$ cat src/rtl/esl_pkg.sv
package esl_pkg;
  // Latch state: following live inputs, or holding a snapshot.
  typedef enum logic {
    ST_TRACK = 1'b0,
    ST_HELD  = 1'b1
  } esl_state_e;

  localparam int unsigned MIN_SYNC_STAGES = 2;
endpackage

$ cat src/rtl/esl_sync.sv
module esl_sync #(
  parameter int unsigned N_SRC  = 4,
  parameter int unsigned STAGES = 2
) (
  input  logic             clk,
  input  logic             rst,
  input  logic [N_SRC-1:0] d_in,
  output logic [N_SRC-1:0] q_out
);
  generate
    for (genvar g = 0; g < N_SRC; g++) begin : g_line
      logic [STAGES-1:0] chain_q;
      always_ff @(posedge clk) begin
        if (rst) chain_q <= '0;
        else     chain_q <= {chain_q[STAGES-2:0], d_in[g]};
      end
      assign q_out[g] = chain_q[STAGES-1];
    end
  endgenerate
endmodule

$ cat src/rtl/esl_change_det.sv
module esl_change_det #(
  parameter int unsigned N_SRC = 4
) (
  input  logic [N_SRC-1:0] live,
  input  logic [N_SRC-1:0] base,
  input  logic [N_SRC-1:0] en,
  output logic             hit
);
  logic [N_SRC-1:0] diff;
  always_comb begin
    diff = (live ^ base) & en;
    hit  = |diff;
  end
endmodule

$ cat src/rtl/esl_latch_core.sv
module esl_latch_core
  import esl_pkg::*;
#(
  parameter int unsigned N_SRC = 4
) (
  input  logic             clk,
  input  logic             rst,
  input  logic [N_SRC-1:0] live,
  input  logic             hit,
  input  logic             clr,
  output logic [N_SRC-1:0] snap,
  output logic             held
);
  esl_state_e       state_q;
  logic [N_SRC-1:0] snap_q;

  // The snapshot follows the live lines while tracking and freezes once held.
  // A clear keeps the snapshot, so the next tracking cycle compares the
  // live lines against it; this is the one-deep queue.
  always_ff @(posedge clk) begin
    if (rst) begin
      state_q <= ST_TRACK;
      snap_q  <= '0;
    end else begin
      unique case (state_q)
        ST_TRACK: begin
          snap_q <= live;
          if (hit) state_q <= ST_HELD;
        end
        ST_HELD: begin
          if (clr) state_q <= ST_TRACK;
        end
        default: state_q <= ST_TRACK;
      endcase
    end
  end

  assign snap = snap_q;
  assign held = (state_q == ST_HELD);
endmodule

$ cat src/rtl/extstat_irq_latch.sv
module extstat_irq_latch #(
  parameter int unsigned N_SRC       = 4,
  parameter int unsigned SYNC_STAGES = 2
) (
  input  logic             clk,
  input  logic             rst,
  input  logic [N_SRC-1:0] stat_in,
  input  logic [N_SRC-1:0] stat_en,
  input  logic             clr_cmd,
  output logic             irq,
  output logic [N_SRC-1:0] stat_rd
);
  localparam int unsigned STAGES_EFF =
    (SYNC_STAGES < esl_pkg::MIN_SYNC_STAGES) ? esl_pkg::MIN_SYNC_STAGES : SYNC_STAGES;

  logic [N_SRC-1:0] live_s;
  logic [N_SRC-1:0] snap_s;
  logic             hit_s;
  logic             held_s;

  esl_sync #(.N_SRC(N_SRC), .STAGES(STAGES_EFF)) u_sync (
    .clk   (clk),
    .rst   (rst),
    .d_in  (stat_in),
    .q_out (live_s)
  );

  esl_change_det #(.N_SRC(N_SRC)) u_det (
    .live (live_s),
    .base (snap_s),
    .en   (stat_en),
    .hit  (hit_s)
  );

  esl_latch_core #(.N_SRC(N_SRC)) u_core (
    .clk  (clk),
    .rst  (rst),
    .live (live_s),
    .hit  (hit_s),
    .clr  (clr_cmd),
    .snap (snap_s),
    .held (held_s)
  );

  assign irq     = held_s;
  assign stat_rd = snap_s;
endmodule

$ cat config.mk
export PLATFORM = sky130hd
export DESIGN_NAME = extstat_irq_latch
export DESIGN_NICKNAME = d
export VERILOG_FILES = /design/src/rtl/esl_pkg.sv /design/src/rtl/esl_sync.sv /design/src/rtl/esl_change_det.sv /design/src/rtl/esl_latch_core.sv /design/src/rtl/extstat_irq_latch.sv
export SDC_FILE = /design/constraint.sdc
export NUM_CORES = 1
export LEC_CHECK = 0
export ABC_CLOCK_PERIOD_IN_PS = 1200
export BUFFER_PORTS_ARGS = -buffer_cell sky130_fd_sc_hd__buf_4
export CORE_AREA = 2 2 39 41
export DETAILED_ROUTE_END_ITERATION = 12
export DIE_AREA = 0 0 41 43
export PLACE_DENSITY = 0.56
export SETUP_SLACK_MARGIN = 0.3
export SLEW_MARGIN = 30
export SYNTH_ARGS = -nofsm -noshare
export SYNTH_HDL_FRONTEND = slang
export SYNTH_SLANG_ARGS = --single-unit
$ cat constraint.sdc
create_clock -name clk -period 1.2 [get_ports clk]
set_input_delay 0.12 -clock clk [delete_from_list [all_inputs] [get_ports clk]]
set_output_delay 0.12 -clock clk [all_outputs]
set_load 0.01 [all_outputs]
# Word-level counts from Yosys, hierarchy flattened
# Cells that the tools add are included.
# Widths: inputs -> output; s select.
# word_totals
input_bits,11
word_cells,13
output_inout_bits,5
register_bits,13
# op_classes
n_mux,3
bitwise,3
reduce_logical,1
# ops
cell,n
$and 4x4->4,1
$reduce_or 4->1,1
$xor 4x4->4,1
$mux 1,2
$pmux 1 s2,1
$not 1->1,1

# Logic depth before layout (Yosys ltp)
# logic_depth
depth_word,5
depth_mapped,3
depth_no_buf,3

# Hierarchy
# A second synthesis with hierarchy kept.
# hier_totals
cells_unflattened,44
hier_area_um2,489.2
# modules_own_cells
mod,seq_area_each_um2,area_each_um2,cells_each,instances
esl_sync,160.2,240.2,20,1
esl_latch_core,100.1,195.2,17,1
esl_change_det,0.0,53.8,7,1

# Worst setup path after synthesis
# No wires, ideal clock.
# synth_timing
kind,reg2reg
start,"register u_core.snap_q[1], in the netlist u_core.snap[1]"
end,"register u_core.state_q, in the netlist u_core.held"
setup_ns,0.139
arrival_time_ns,0.896
stages_incl_launch_ff,4
setup_slack_ns,0.165
required_ns,1.061
n_path_buf,0
period_less_slack_ns,1.035
path_cell_list,dfxtp_1 > xor2_1 > a222oi_1 > a221oi_1
# synth_between
elab_chain_len,5
# synth_lines
item,line_no,rtl
start: declaration,esl_latch_core.sv:15,logic [N_SRC-1:0] snap_q;
start signal: assignment,esl_latch_core.sv:27,snap_q <= live;
$xor 4x4->4,esl_change_det.sv:11,diff = (live ^ base) & en;
$and 4x4->4,esl_change_det.sv:11,
$reduce_or 4->1,esl_change_det.sv:12,hit = |diff;
$mux 1,esl_latch_core.sv:28,if (hit) state_q <= ST_HELD;
$pmux 1 s2,esl_latch_core.sv:25,unique case (state_q)
end signal: assignment,esl_latch_core.sv:28,
end signal: assignment,esl_latch_core.sv:31,if (clr) state_q <= ST_TRACK;
end signal: assignment,esl_latch_core.sv:33,default: state_q <= ST_TRACK;
end: declaration,esl_latch_core.sv:14,esl_state_e state_q;
# No other way between the ends.
# A chain may end at the register's enable or synchronous reset.

# Final worst setup path
# layout_timing
start,register u_sync.g_line[1].chain_q[1]
end,"register u_core.state_q, in the netlist u_core.held"
# layout_between
elab_chain_len,5
# layout_lines
item,line_no,rtl
start: declaration,esl_sync.sv:12,logic [STAGES-1:0] chain_q;
start signal: assignment,esl_sync.sv:15,"else chain_q <= {chain_q[STAGES-2:0], d_in[g]};"
$xor 4x4->4,esl_change_det.sv:11,
$and 4x4->4,esl_change_det.sv:11,
$reduce_or 4->1,esl_change_det.sv:12,
$mux 1,esl_latch_core.sv:28,
$pmux 1 s2,esl_latch_core.sv:25,
# No other way between the ends.

==> results.json <==
{
  "status": "finished, final reports clean",
  "yosysTopAreaCellShare_pct": 60.1,
  "gp_congestion": 0.550,
  "antenna_found_initial": 0,
  "stdcell_count": 73,
  "cts_tree": "built",
  "grt_pass1_wl_um": 924,
  "peakVddDrop_mv": 0.511,
  "fp.dieH_um": 43,
  "drv_cap": 0,
  "drive_gt1_share_pct": 43.9,
  "routed-wl-met3_um": 100,
  "grt_pass1_vias": 228,
  "ys_warn_count": 0,
  "clkTransAtPathRegs_ps": 70,
  "cts_inserted_buffers": 3,
  "finalClockSkew_ps": 1.67,
  "leakagePower_nw": 0.285,
  "synth-seq-cells": 13,
  "final_util_pct": 44.1,
  "io_buffer_count": 15,
  "wl_met1_um": 272,
  "design_area_um2": 611,
  "layout_setup_ws_ps": 169,
  "power_density_mw_per_mm2": 1350,
  "slew_headroom_pct": 82.1,
  "endpoint_kind": "flip-flop",
  "grt_overflow": 0,
  "vias_per_cell": 4.26,
  "fp.coreArea_mm2": 0.00138,
  "num_rows": 14,
  "die_w_um": 41,
  "cts-hold-fix-buffers": 0,
  "arrival_ps": 1170,
  "fin_setup_tns_ps": 0,
  "wl_per_cell_um": 8.74,
  "slew_viol_final": 0,
  "place_area_um2": 558,
  "syn_inst": 38,
  "tightest_slew_ps": 269,
  "drc": 0,
  "critPathMaxFanout": 2,
  "gr-usage-all-layers_pct": 8.48,
  "root_buffer": "clkbuf_4",
  "synth_area_per_cell_um2": 11.4,
  "die-area_mm2": 0.00176,
  "vias": 311,
  "synth.net_count": 49,
  "fin_crit_ps": 1030,
  "cts_max_level": 1,
  "critPathKind": "flip-flop to flip-flop",
  "yosysSeqAreaShare_pct": 60.1,
  "setup.worst_path.start_class": "flip-flop",
  "fin_crit_sh_pct": 85.9,
  "grt_max_degree": 14,
  "cts.path.max_buffers": 2,
  "ant_nets": 0,
  "synth_cell_type_count": 10,
  "final_common_cell": "buf_4",
  "synth_area_leader_cell": "dfxtp_1",
  "ys_top_cells_by_area": "dfxtp_1 60%, nor2b_1 12%, mux2i_1 9.2%",
  "cp_data_required_time_ps": 1340,
  "wl_met2_um": 264,
  "fin_nets": 69,
  "fmax_mhz": 970,
  "hp-class": "input port to flip-flop",
  "top_layer": "met3",
  "rsz0062_at_grt": "true",
  "areaGrowthSynthToFinish_pct": 41.0,
  "dpl.cell_count": 67,
  "io_pins": 16,
  "clkLatencyLatePin_ps": 260,
  "dpl_worst_slack_ps": 182,
  "initial_core_util_pct": 31.3,
  "numClockSinks": 13,
  "diodes": 0,
  "syn_area_um2": 433,
  "drt_iter0_drc": 6,
  "routed_wl_um": 638,
  "final_cell_mix": "16 x buf_4, 8 x nor2b_1, 8 x dfxtp_1",
  "drt-pass1-iter-count": 4,
  "setup_violations": 0,
  "fill_cells": 141,
  "hold_viol": 0
}
[power by group]
group	internal [mW]	total [mW]	switching (mW)
Clock	0.128	0.250	0.121
Combinational	0.0686	0.103	0.0342
Sequential	0.455	0.471	0.0160
[kinds of logic (layout without fill, tap and decap cells)]
kind of cell    after synthesis  after routing  synth area share (%)
mux                           4              4                  9.25
compound gates                3              3                  5.49
buf+inv                       2             21                  2.02
simple gates                 12             12                  15.0
flops                        13             13                  60.1
xor+xnor                      4              4                  8.09
[what timing repair did]
item,in CTS,in global routing
setup endpoints to repair,3,4
cloned,0,0
setup buffers,0,2
gates resized for setup,2,4
[critical path: stages, from the launching register on]
cell and delay [ps]:
dfxtp_1 320, xor2_1 150, a222oi_1 310, a221oi_1 130
[through the flow]
step | power (mW) | hold slack (ps)
global placement | 0.568 | 324
CTS | 0.826 | 32.1
finish | 0.824 | 51.6
floorplan | 0.525 | 192
detailed placement | 0.568 | 331
global route | 0.881 | 44.1
[final cells by class]
| class | count | area, um2 | area share, % |
|---|---|---|---|
| flip-flops and latches | 13 | 269 | 44.1 |
| multi-input cells | 23 | 164 | 26.8 |
| repair buffers | 17 | 131 | 21.5 |
| clock buffers | 4 | 26.3 | 4.30 |
| well taps | 16 | 20.0 | 3.28 |
[synthesized netlist by cell type]
master    count
mux2i_1       4
buf_2         1
clkbuf_1      1
dfxtp_1      13
nor2b_1       8
a221oi_1      1
a21oi_1       1
xor2_1        4
nor2_1        4
a222oi_1      1
[layer usage]
metal / track usage [%] / vias up
met1: 10.5 / 130
met3: 4.71 / 0
met5: 0 / -
met2: 9.69 / 19
met4: 8.00 / 0
li1: - / 162
[registers in the layout (all words and copies together) (netlist names)]
signal / count
u_sync.g_line.chain_q: 8
u_core.snap: 4
u_core.held: 1
[final timing paths]
kind                                          start                                      to  slack [ps]  depth (start not counted)
min reg2reg  u_sync.g_line[3].chain_q[0]$_SDFF_PP0_  u_sync.g_line[3].chain_q[1]$_SDFF_PP0_         440                          1
min                                         clr_cmd                  u_core.held$_SDFF_PP0_          50                          2
max reg2reg  u_sync.g_line[1].chain_q[1]$_SDFF_PP0_                  u_core.held$_SDFF_PP0_         170                          3
max          u_sync.g_line[1].chain_q[1]$_SDFF_PP0_                  u_core.held$_SDFF_PP0_         170                          3
Power figures use the tool's default switching activity.
